$ cat src/rtl/pp_pwm_pkg.sv
package pp_pwm_pkg;
  // strobes from control to datapath
  typedef struct packed {
    logic clear;  // hold counter at zero (lockout)
    logic load;   // capture control words into shadow registers
    logic adv;    // counter running
  } ctlStrobe_t;
endpackage

$ cat src/rtl/pp_pwm_dp.sv
module pp_pwm_dp
  import pp_pwm_pkg::*;
#(
  parameter int CNT_W   = 16,
  parameter int DEAD_DIV = 25
) (
  input  logic             clk,
  input  logic             rstN,
  input  ctlStrobe_t       strobe,
  input  logic [CNT_W-1:0] period,
  input  logic [CNT_W-1:0] deadWord,
  input  logic [CNT_W-1:0] demandA,
  input  logic [CNT_W-1:0] demandB,
  output logic             atTerm,
  output logic             cntZero,
  output logic             pulseOn
);
  localparam int EXT_W = CNT_W + 1;

  logic [CNT_W-1:0] cnt;
  logic [CNT_W-1:0] periodR;
  logic [CNT_W-1:0] minDeadR;
  logic [CNT_W-1:0] deadR;
  logic [CNT_W-1:0] demandR;

  logic [EXT_W-1:0] minDeadCalc;
  logic [CNT_W-1:0] demandMax;
  logic [CNT_W-1:0] levelA;
  logic [CNT_W-1:0] level;

  // minimum dead time: ceil((P+1)/DIV), never below one clock
  assign minDeadCalc = ({1'b0, period} + EXT_W'(DEAD_DIV)) / EXT_W'(DEAD_DIV);
  assign demandMax   = (demandA > demandB) ? demandA : demandB;

  always_ff @(posedge clk or negedge rstN) begin
    if (!rstN) begin
      periodR  <= '0;
      minDeadR <= CNT_W'(1);
      deadR    <= '0;
      demandR  <= '0;
    end else if (strobe.load) begin
      periodR  <= period;
      minDeadR <= minDeadCalc[CNT_W-1:0];
      deadR    <= deadWord;
      demandR  <= demandMax;
    end
  end

  assign atTerm  = (cnt == periodR);
  assign cntZero = (cnt == '0);

  always_ff @(posedge clk or negedge rstN) begin
    if (!rstN) begin
      cnt <= '0;
    end else if (strobe.clear) begin
      cnt <= '0;
    end else if (strobe.adv) begin
      cnt <= atTerm ? '0 : cnt + CNT_W'(1);
    end
  end

  assign levelA  = (minDeadR > deadR) ? minDeadR : deadR;
  assign level   = (levelA > demandR) ? levelA : demandR;
  assign pulseOn = strobe.adv && (cnt >= level);
endmodule

$ cat src/rtl/pp_pwm_ctl.sv
module pp_pwm_ctl
  import pp_pwm_pkg::*;
(
  input  logic       clk,
  input  logic       rstN,
  input  logic       enable,
  input  logic       singleEnded,
  input  logic       atTerm,
  input  logic       cntZero,
  output ctlStrobe_t strobe,
  output logic       steerSel,
  output logic       singleR,
  output logic       cycleStart
);
  logic runR;
  logic wrap;

  assign wrap = runR && atTerm;

  always_ff @(posedge clk or negedge rstN) begin
    if (!rstN) runR <= 1'b0;
    else       runR <= enable;
  end

  always_comb begin
    strobe       = '0;
    strobe.clear = !enable;
    strobe.load  = !enable || wrap;
    strobe.adv   = runR;
  end

  // steering flip-flop and captured mode
  always_ff @(posedge clk or negedge rstN) begin
    if (!rstN) begin
      steerSel <= 1'b0;
      singleR  <= 1'b0;
    end else if (!enable) begin
      steerSel <= 1'b0;
      singleR  <= singleEnded;
    end else if (wrap) begin
      steerSel <= singleEnded ? 1'b0 : !steerSel;
      singleR  <= singleEnded;
    end
  end

  assign cycleStart = runR && cntZero;
endmodule

$ cat src/rtl/pp_pwm_top.sv
module pp_pwm_top
  import pp_pwm_pkg::*;
#(
  parameter int CNT_W    = 16,
  parameter int DEAD_DIV = 25
) (
  input  logic             clk,
  input  logic             rstN,
  input  logic             enable,
  input  logic             singleEnded,
  input  logic [CNT_W-1:0] period,
  input  logic [CNT_W-1:0] deadWord,
  input  logic [CNT_W-1:0] demandA,
  input  logic [CNT_W-1:0] demandB,
  output logic             q1,
  output logic             q2,
  output logic             cycleStart
);
  ctlStrobe_t strobe;
  logic atTerm;
  logic cntZero;
  logic pulseOn;
  logic steerSel;
  logic singleR;

  pp_pwm_ctl u_ctl (
    .clk(clk), .rstN(rstN), .enable(enable), .singleEnded(singleEnded),
    .atTerm(atTerm), .cntZero(cntZero), .strobe(strobe),
    .steerSel(steerSel), .singleR(singleR), .cycleStart(cycleStart)
  );

  pp_pwm_dp #(.CNT_W(CNT_W), .DEAD_DIV(DEAD_DIV)) u_dp (
    .clk(clk), .rstN(rstN), .strobe(strobe), .period(period),
    .deadWord(deadWord), .demandA(demandA), .demandB(demandB),
    .atTerm(atTerm), .cntZero(cntZero), .pulseOn(pulseOn)
  );

  assign q1 = pulseOn && (singleR || !steerSel);
  assign q2 = pulseOn && (singleR || steerSel);
endmodule

$ cat config.mk
export PLATFORM = sky130hd
export DESIGN_NAME = pp_pwm_top
export DESIGN_NICKNAME = d
export VERILOG_FILES = /design/src/rtl/pp_pwm_pkg.sv /design/src/rtl/pp_pwm_dp.sv /design/src/rtl/pp_pwm_ctl.sv /design/src/rtl/pp_pwm_top.sv
export SDC_FILE = /design/constraint.sdc
export NUM_CORES = 1
export LEC_CHECK = 0
export BUFFER_PORTS_ARGS = -buffer_cell sky130_fd_sc_hd__buf_4
export CAP_MARGIN = 20
export CORE_UTILIZATION = 40
export DETAILED_ROUTE_END_ITERATION = 10
export GPL_ROUTABILITY_DRIVEN = 0
export SYNTH_ARGS = -nofsm -noshare
export SYNTH_HDL_FRONTEND = slang
export SYNTH_HIERARCHICAL = 1
export SYNTH_SLANG_ARGS = --single-unit
$ cat constraint.sdc
create_clock -name clk -period 10 [get_ports clk]
set_input_delay 2 -clock clk [delete_from_list [all_inputs] [get_ports clk]]
set_output_delay 2 -clock clk [all_outputs]
set_load 0.1 [all_outputs]
==> impl_metrics.csv, run 1 <==
group,metric,value,unit
clock_tree,cts-root-buf,"clkbuf_16",
final_layout,drive_above_1_share,0.222,
final_layout,fillers,2046,
synthesis,yosysWarnings,6,
detailed_routing,ant_nets,0,
critical_path,endpoint_kind,"flip-flop",
floorplanning,dieWidth,150,µm
floorplanning,initial_utilization,0.411,
power_and_ir_drop,power.density,235,mW/mm²
critical_path,path_common_cell,"buf_4",
critical_path,path_max_fanout,12,
critical_path,cp_slowest_stage_delay,0.60,ns
synthesis,synth.area.top_cells,"dfrtp_1 (23%), ha_1 (9.6%), mux2i_1 (4.4%)",
flow_run,max-cap-violations,0,
global_routing,grt_pass1_vias,7629,
floorplanning,die_h,150,µm
critical_path,crit_required,10.26,ns
timing,slew_headroom,0.433,
place,post_dp_cell_area,0.00969,mm²
detailed_routing,remaining_drc_errors,0,
clock_tree,cts_buffer_depth,2,
critical_path,cp-start-kind,"input port",
critical_path,critical_path_class,"in2reg",
clock_tree,hold_buffers,0,
detailed_routing,num_vias,8386,
place,dpl.hpwl,18700,µm
synthesis,synth-main-ff-cell,"dfrtp_1",
timing,fmax,104,MHz
critical_path,cp_slowest_cell,"or4_4",
synthesis,synth_edf_count,0,
timing,worstMarginPinSlew,0.845,ns
global_routing,antenna_found_initial,0,
detailed_routing,dr.max_layer_used,"met4",
clock_tree,clock-sinks,80,
synthesis,synth_top_area_cell,"dfrtp_1",
detailed_routing,drt-met1-wl,11300,µm
clock_tree,cts_tree,"yes",
synthesis,synth-seq-area-share,0.230,
power_and_ir_drop,design_power_total,2.43,mW
timing,fin_skew,0.00738,ns
detailed_routing,wl_met3,1180,µm
timing,fin_crit_sh,0.966,
global_routing,grt_pass1_wl,38700,µm
synthesis,syn_inst,1061,
final_layout,area_delta_synth_final,18.3,%
final_layout,design_area,0.0103,mm²
timing,layout_min_cycle_time,9.66,ns
synthesis,syn_nets,1196,
timing,hold_ws,0.527,ns
final_layout,diodes,0,
floorplanning,io_pins,71,
final_layout,final_util,0.487,
global_routing,overflow,0,
synthesis,avgSynthCellArea,8.22,µm²
timing,fin_setup_tns,0,ns
detailed_routing,wl,24400,µm
synthesis,ys_ff_latch,80,
synthesis,yosysUniqueCellTypes,105,
power_and_ir_drop,total_leakage_power,4.50,nW
place,portBuffers,70,
detailed_routing,met2_wirelength,11400,µm
synthesis,synth_top_area_frac,0.227,
timing,slew_violations,0,
synthesis,synthArstFlopShare,1.00,
clock_tree,clk_pin_slew,0.06,ns
global_routing,grt_util_all_layers,0.215,
min_path,hold_class,"reg2reg",
floorplanning,rows,53,
status,outcome,"completed",
detailed_routing,wl_per_cell,17.1,µm
timing,setup_viol,0,
synthesis,synth_area,0.00873,mm²
power_and_ir_drop,peakVddDrop,0.000195,V
clock_tree,htree_levels,3,
timing,final-hold-violation-count,0,
detailed_routing,first_pass_iters,5,
detailed_routing,drt_iter0_drc,486,
clock_tree,numCtsBuffers,9,
global_routing,grt_max_degree,81,
critical_path,arrival,9.92,ns
floorplanning,floorplan.core_area,0.0212,mm²
floorplanning,dieArea,0.0224,mm²
clock_tree,insertion_delay,0.34,ns
detailed_routing,vias_per_cell,5.88,
final_layout,nNetsFinal,1281,
-- through the flow --
step / std cells / worst slack, ns
after floorplan: 1061 / 0.159
after global placement: 1399 / 0.0886
after detailed placement: 1400 / 0.0196
after CTS: 1416 / 0.192
after global routing: 1426 / -0.0119
final: 1426 / 0.340
-- worst max-delay path, delay by kind of cell --
| family | cells | cell delay, ns |
|---|---|---|
| adders and majority gates | 1 | 0.29 |
| and+or+nand+nor | 11 | 2.72 |
| buffers and inverters | 4 | 0.73 |
| AOI/OAI and AO/OA | 17 | 4.16 |
-- cell type report --
cell class / count / area [µm²] / share of cell area
Multi-Input combinational cell: 870 / 6430 / 0.623
Timing Repair Buffer: 125 / 966 / 0.0936
Sequential cell: 80 / 2000 / 0.194
Inverter: 60 / 225 / 0.0218
Tap cell: 275 / 344 / 0.0333
Clock buffer: 11 / 253 / 0.0245
Clock inverter: 5 / 103 / 0.00994
-- logic make-up (layout without fill, tap and decap cells) --
| family | after synthesis | in the layout | share of synthesized area |
|---|---|---|---|
| AND/OR/NAND/NOR | 360 | 361 | 0.221 |
| flip-flops | 80 | 80 | 0.230 |
| AO/OA/AOI/OAI | 322 | 323 | 0.262 |
| XOR/XNOR | 50 | 50 | 0.0510 |
| adder cells (fa/ha/maj) | 67 | 67 | 0.0961 |
| buffers and inverters | 113 | 201 | 0.0566 |
| multiplexers | 69 | 69 | 0.0845 |
-- synthesized netlist by cell type (19+ instances only) --
library cell,count
a31oi_1,19
inv_1,60
o21ai_0,63
nand4_1,26
dfrtp_1,79
nand2_1,66
nor3_1,33
ha_1,67
mux2_2,28
nand3_1,37
mux2i_1,38
clkbuf_1,32
xnor2_1,38
nor2_1,85
a21oi_1,75
-- layout by cell type, fill, tap and decap left out, types with 6 or more instances in the layout --
cell       Yosys  layout
buf_4          5     121
nor2_1        85      81
dfrtp_1       79      79
a21oi_1       75      71
ha_1          67      67
nand2_1       66      65
inv_1         60      59
o21ai_0       63      51
xnor2_1       38      37
nand3_1       37      37
mux2i_1       38      36
nor3_1        33      30
mux2_2        28      28
nand4_1       26      26
a31oi_1       19      18
a21o_1        18      18
nor2b_1       17      17
o211ai_1      16      16
nand2b_1      16      16
and3_1        15      15
and2_1        13      13
a211oi_1      15      13
o21ai_1        6      12
xor2_1        11      11
clkbuf_16      0       9
or3_1          8       8
o21a_1         7       7
o211a_1        7       7
nor2_2         3       7
a31o_2         6       6
a21oi_2        3       6
-- repair_timing --
item	4_1_cts	5_1_grt
setup buffers	0	7
resized for setup	0	50
endpoints found under the setup margin	0	4
endpoints found under the hold margin	0	0
-- registers in the layout, indices dropped and copies added, names as in the netlist --
register / cells
u_ctl/runR: 1
u_dp/periodR: 16
u_dp/minDeadR: 13
u_dp/demandR: 16
u_ctl/steerSel: 1
u_dp/deadR: 16
u_dp/cnt: 16
u_ctl/singleR: 1
-- routing by layer --
metal	up-vias	GRT usage
li1	4139	-
met1	3935	0.299
met2	276	0.347
met3	36	0.0216
met4	0	0.0707
met5	-	0
-- worst paths after layout --
path,start,to,slack (ns),depth (start not counted)
setup reg to reg,u_dp/cnt[14],u_dp/deadR[0],6.85,8
max in group asynchronous,rstN,u_dp/minDeadR[1],7.78,2
setup / recovery,period[0],u_dp/minDeadR[0],0.34,33
min in group asynchronous,rstN,u_dp/cnt[2],1.62,1
hold reg to reg,u_dp/periodR[4],u_dp/periodR[4],0.53,1
hold / removal,u_dp/periodR[4],u_dp/periodR[4],0.53,1
-- power breakdown --
group          leakage, nW  switching [mW]  internal, mW  total, mW
combinational         3.36           0.896         0.741       1.64
clock                0.172           0.134         0.257      0.391
sequential           0.969          0.0355         0.368      0.403
total                 4.50            1.07          1.37       2.43
Note: power is estimated with default switching activity, not from simulation.
==> inputs of run 2 (changes only) <==
ABC_AREA = 1   (was not set)
==> run 2 against run 1 <==
Net effect:
- critical path depth increased by 2
- utilization shrank 2.1 points
- cell area is 16% lower
- sequential share of layout area increased by 3.7 points
- via count decreased by 13%
- count of clock-buffer cells in the layout fell by 2
- final cell count decreased by 0.35%
- wire length down 22%
- synthesized cell count increased by 5.8%
- critical path type is now reg2out
==> impl_metrics.csv, run 2 <==
group,metric,value,unit
clock_tree,htree_levels,3,
synthesis,synth_most_common_cell,"nand2_1",
final_layout,area_delta_synth_final,14.3,%
clock_tree,cts_tree,"yes",
final_layout,diodes,0,
clock_tree,clock-sinks,80,
synthesis,synthArstFlopShare,1.00,
critical_path,reg2reg_slack,6.58,ns
synthesis,yosysUniqueCellTypes,48,
floorplanning,rows,50,
detailed_routing,first_pass_iters,5,
final_layout,drive_above_1_share,0.147,
timing,slew_headroom,0.398,
timing,fin_crit_sh,0.877,
timing,setup_viol,0,
clock_tree,insertion_delay,0.35,ns
clock_tree,cts_setup_buffers,0,
clock_tree,post_cts_resize_count,0,
synthesis,synth_top_area_frac,0.260,
final_layout,fillers,1936,
synthesis,syn_nets,1258,
timing,final-hold-violation-count,0,
synthesis,yosysWarnings,6,
global_routing,antenna_found_initial,0,
detailed_routing,vias_per_cell,5.15,
synthesis,ys_ff_latch,80,
floorplanning,dieWidth,140,µm
min_path,hold_class,"reg2reg",
synthesis,synth_top_area_cell,"dfrtp_1",
critical_path,critical_path_class,"reg2out",
critical_path,arrival,6.77,ns
clock_tree,cts-root-buf,"clkbuf_16",
status,outcome,"completed",
synthesis,synth.top_cells.by_count,"nand2_1 (273), inv_1 (154), o21ai_0 (110), dfrtp_1 (79), nor2_1 (78)",
timing,fin_skew,0.00771,ns
floorplanning,initial_utilization,0.407,
timing,worstMarginPinSlew,0.904,ns
critical_path,path_max_fanout,32,
detailed_routing,wl_per_cell,13.4,µm
synthesis,syn_inst,1123,
clock_tree,numCtsBuffers,9,
flow_run,max-cap-violations,0,
floorplanning,io_pins,71,
synthesis,synth-seq-area-share,0.264,
clock_tree,hold_buffers,0,
critical_path,cp_slowest_cell,"a32o_1",
critical_path,critical_path_buf_inv_count,5,
critical_path,endpoint_kind,"output pin",
place,dpl.hpwl,15000,µm
critical_path,cp_top_family,"compound AO/OA/AOI/OAI gates",
floorplanning,floorplan.core_area,0.0186,mm²
synthesis,synth-main-ff-cell,"dfrtp_1",
timing,rsz0062_at_grt,"no",
synthesis,synth_edf_count,0,
timing,slew_violations,0,
final_layout,final_cell_mix,"nand2_1 (273), inv_1 (154), o21ai_0 (110)",
global_routing,grt_pass1_vias,6673,
place,portBuffers,70,
final_layout,layout_commonest_cell,"nand2_1",
synthesis,synth.area.top_cells,"dfrtp_1 (26%), nand2_1 (14%), ha_1 (11%)",
global_routing,grt_util_all_layers,0.203,
detailed_routing,wl,19000,µm
critical_path,crit_required,8.00,ns
critical_path,path_common_cell,"nor2_1",
timing,fin_setup_tns,0,ns
floorplanning,dieArea,0.0195,mm²
detailed_routing,remaining_drc_errors,0,
critical_path,cp-start-kind,"flip-flop",
detailed_routing,ant_nets,0,
synthesis,synth_area,0.00759,mm²
clock_tree,clk_pin_slew,0.06,ns
global_routing,overflow,0,
detailed_routing,drt_iter0_drc,381,
global_routing,grt_max_degree,89,
timing,fmax,114,MHz
floorplanning,die_h,140,µm
detailed_routing,num_vias,7314,
clock_tree,cts_buffer_depth,2,
timing,layout_min_cycle_time,8.77,ns
global_routing,grt_pass1_wl,32100,µm
synthesis,avgSynthCellArea,6.76,µm²
final_layout,nNetsFinal,1317,
critical_path,cp_slowest_stage_delay,0.77,ns
## run 2: cell types whose count changed after synthesis, moves of 26 or more
| cell | previous run | this run |
|---|---|---|
| mux2_2 | 28 | 0 |
| inv_1 | 60 | 154 |
| xnor2_1 | 38 | 8 |
| a21oi_1 | 75 | 49 |
| nand2_2 | 1 | 37 |
| o21ai_0 | 63 | 110 |
| nand2_1 | 66 | 273 |
| nand3_1 | 37 | 71 |
| mux2i_1 | 38 | 0 |
## run 2: worst paths after layout
check	from	to	cells past startpoint
max	u_dp/minDeadR[1]	q2	35
min	u_dp/periodR[6]	u_dp/periodR[6]	2
max reg2reg	u_dp/cnt[1]	u_dp/demandR[15]	13
min reg2reg	u_dp/periodR[6]	u_dp/periodR[6]	2
max in group asynchronous	rstN	u_dp/minDeadR[0]	2
min in group asynchronous	rstN	u_dp/periodR[13]	1
## run 2: routing by layer
metal / GRT usage / share of wire
met4: 0.0445 / 0.013
met2: 0.335 / 0.46
met1: 0.277 / 0.49
met5: 0 / 0
met3: 0.0317 / 0.031
## run 2: kinds of logic after synthesis
logic type / count (synthesis) / share of synthesized area
fa+ha+maj: 67 / 0.110
compound gates: 210 / 0.152
flops: 80 / 0.264
buf+inv: 193 / 0.0959
simple gates: 547 / 0.348
xor+xnor: 26 / 0.0300
## run 2: worst min-delay path, stage by stage, from the launching register on
cell	delay, ns
dfrtp_1	0.36
nand2_1	0.06
nand2_1	0.05
## run 2: per-stage QoR
stage,cell area [µm²],utilization,instances,hold slack (ns),worst slack [ns]
CTS,8650,0.464,1420,0.501,1.21
global placement,8330,0.447,1404,0.475,1.58
detailed placement,8330,0.447,1404,0.486,1.61
floorplan,7590,-,1123,0.462,2.11
finish,8670,0.465,1421,0.493,1.23
global route,8670,0.465,1421,0.518,0.388
## run 2: cell type report
cell class	count	area, µm²	share of cell area
Tap cell	234	293	0.0338
Multi-Input combinational cell	850	4860	0.560
Clock buffer	9	225	0.0260
Clock inverter	7	95.1	0.0110
Sequential cell	80	2000	0.231
Timing Repair Buffer	73	568	0.0655
Inverter	168	631	0.0727
Power of run 2 is not shown: default switching activity piles up to over one toggle a cycle in this logic, so the estimate is an artifact.
==> inputs of run 3 (changes only) <==
ABC_AREA = 0   (was 1)
CORE_MARGIN = 2   (was not set)
==> run 3 against run 2 <==
Net effect:
- hold slack better by 0.035 ns
- global-route usage is 0.64 points higher
- register-to-register slack better by 0.28 ns
- critical path depth is 2 lower
- first-iteration DRC count is 33% higher
- final cell count is 0.91% higher
- maximum frequency is 9.2% lower
- critical endpoint is now u_dp/minDeadR[0]
==> impl_metrics.csv, run 3 (synthesis results as in run 1) <==
group,metric,value,unit
status,outcome,"completed",
final_layout,layout_commonest_cell,"buf_4",
global_routing,grt_pass1_vias,7644,
clock_tree,cts-root-buf,"clkbuf_16",
final_layout,seq_area,0.00200,mm²
flow_run,max-cap-violations,0,
place,post_dp_cell_area,0.00963,mm²
timing,slew_violations,0,
power_and_ir_drop,power_frac_comb,0.684,
critical_path,cp-start-kind,"input port",
clock_tree,cts_buffer_depth,2,
power_and_ir_drop,total_leakage_power,4.50,nW
clock_tree,clock-sinks,80,
place,dpl.hpwl,18600,µm
final_layout,drive_above_1_share,0.220,
power_and_ir_drop,power.density,233,mW/mm²
detailed_routing,vias_per_cell,5.85,
critical_path,crit_required,10.25,ns
critical_path,arrival,9.91,ns
detailed_routing,num_vias,8396,
detailed_routing,first_pass_iters,6,
final_layout,fillers,2130,
timing,fin_setup_tns,0,ns
timing,layout_min_cycle_time,9.66,ns
clock_tree,insertion_delay,0.35,ns
floorplanning,initial_utilization,0.404,
critical_path,critical_path_class,"in2reg",
power_and_ir_drop,peakVddDrop,0.000145,V
detailed_routing,remaining_drc_errors,0,
final_layout,design_area,0.0103,mm²
floorplanning,floorplan.core_area,0.0216,mm²
timing,fmax,104,MHz
global_routing,grt_max_degree,88,
final_layout,diodes,0,
final_layout,multiInputGateArea,0.00644,mm²
floorplanning,dieWidth,152,µm
critical_path,path_max_fanout,11,
min_path,hold_class,"reg2reg",
detailed_routing,wl_per_cell,17.4,µm
power_and_ir_drop,p_int,1.33,mW
global_routing,grt_pass1_wl,38700,µm
floorplanning,die_h,152,µm
power_and_ir_drop,swShare,0.448,
clock_tree,htree_levels,3,
global_routing,grt_util_all_layers,0.209,
final_layout,final_cell_mix,"buf_4 (126), nor2_1 (83), dfrtp_1 (79)",
clock_tree,numCtsBuffers,9,
timing,hold_ws,0.528,ns
timing,setup_viol,0,
critical_path,cp_slowest_stage_delay,0.63,ns
timing,worstMarginPinSlew,0.877,ns
clock_tree,clk_pin_slew,0.06,ns
critical_path,cp_slowest_cell,"or4_4",
floorplanning,io_pins,71,
timing,final-hold-violation-count,0,
global_routing,antenna_found_initial,0,
power_and_ir_drop,pwr-share-seq,0.168,
power_and_ir_drop,p_switching,1.08,mW
detailed_routing,drt_iter0_drc,506,
timing,slew_headroom,0.416,
final_layout,nNetsFinal,1284,
floorplanning,dieArea,0.0230,mm²
timing,fin_crit_sh,0.966,
global_routing,overflow,0,
final_layout,final_util,0.478,
floorplanning,rows,54,
detailed_routing,wl,24900,µm
critical_path,endpoint_kind,"flip-flop",
place,portBuffers,70,
timing,fin_skew,0.00796,ns
power_and_ir_drop,p_clk_frac,0.148,
detailed_routing,ant_nets,0,
final_layout,area_delta_synth_final,18.4,%
clock_tree,cts_tree,"yes",
## run 3: area by class of cell
cell class / instances / area share
Multi-Input combinational cell: 869 / 0.623
Sequential cell: 80 / 0.194
Timing Repair Buffer: 129 / 0.0964
Tap cell: 280 / 0.0339
Clock buffer: 13 / 0.0242
Inverter: 60 / 0.0218
Clock inverter: 3 / 0.00630
## run 3: worst max-delay path, delay by kind of cell
family	cells	cell delay [ns]
compound gates	18	3.98
fa+ha+maj	1	0.28
buf+inv	4	0.67
mux	1	0.35
simple gates	9	2.62
## run 3: through the flow
step	total power [mW]	worst slack (ns)	instances
finish	2.41	0.342	1434
floorplan	1.54	0.159	1061
CTS	2.27	0.0350	1413
detailed placement	1.91	-0.124	1397
global placement	1.91	-0.0230	1396
global route	2.60	-0.123	1434
## run 3: worst paths after layout
kind                                  start                to  slack (ns)  depth (start not counted)
min                        u_dp/periodR[10]  u_dp/periodR[10]        0.53                          1
min reg2reg                u_dp/periodR[10]  u_dp/periodR[10]        0.53                          1
max                               period[0]  u_dp/minDeadR[0]        0.34                         33
min in group asynchronous              rstN       u_dp/cnt[4]        1.60                          1
max in group asynchronous              rstN  u_dp/minDeadR[0]        7.74                          2
max reg2reg                    u_dp/cnt[10]  u_dp/minDeadR[0]        6.86                         10
## run 3: layer usage
layer | GRT usage | wire length, µm
met5 | 0 | 0
met4 | 0.0528 | 420
met3 | 0.0228 | 1260
met2 | 0.352 | 11800
met1 | 0.286 | 11400
## run 3: repair_timing
action,in CTS,in global routing
gates cloned,0,1
endpoints found under the setup margin,1,4
pin swaps,0,14
resized for setup,1,42
setup buffers,0,19
hold buffers,0,0
## run 3: power groups by stage
stage / clock (mW) / sequential [mW] / combinational (mW)
5_1_grt: 0.375 / 0.411 / 1.81
3_3_place_gp: 0 / 0.410 / 1.50
3_5_place_dp: 0 / 0.411 / 1.50
2_1_floorplan: 0 / 0.395 / 1.15
4_1_cts: 0.362 / 0.405 / 1.51
6_report: 0.355 / 0.405 / 1.65
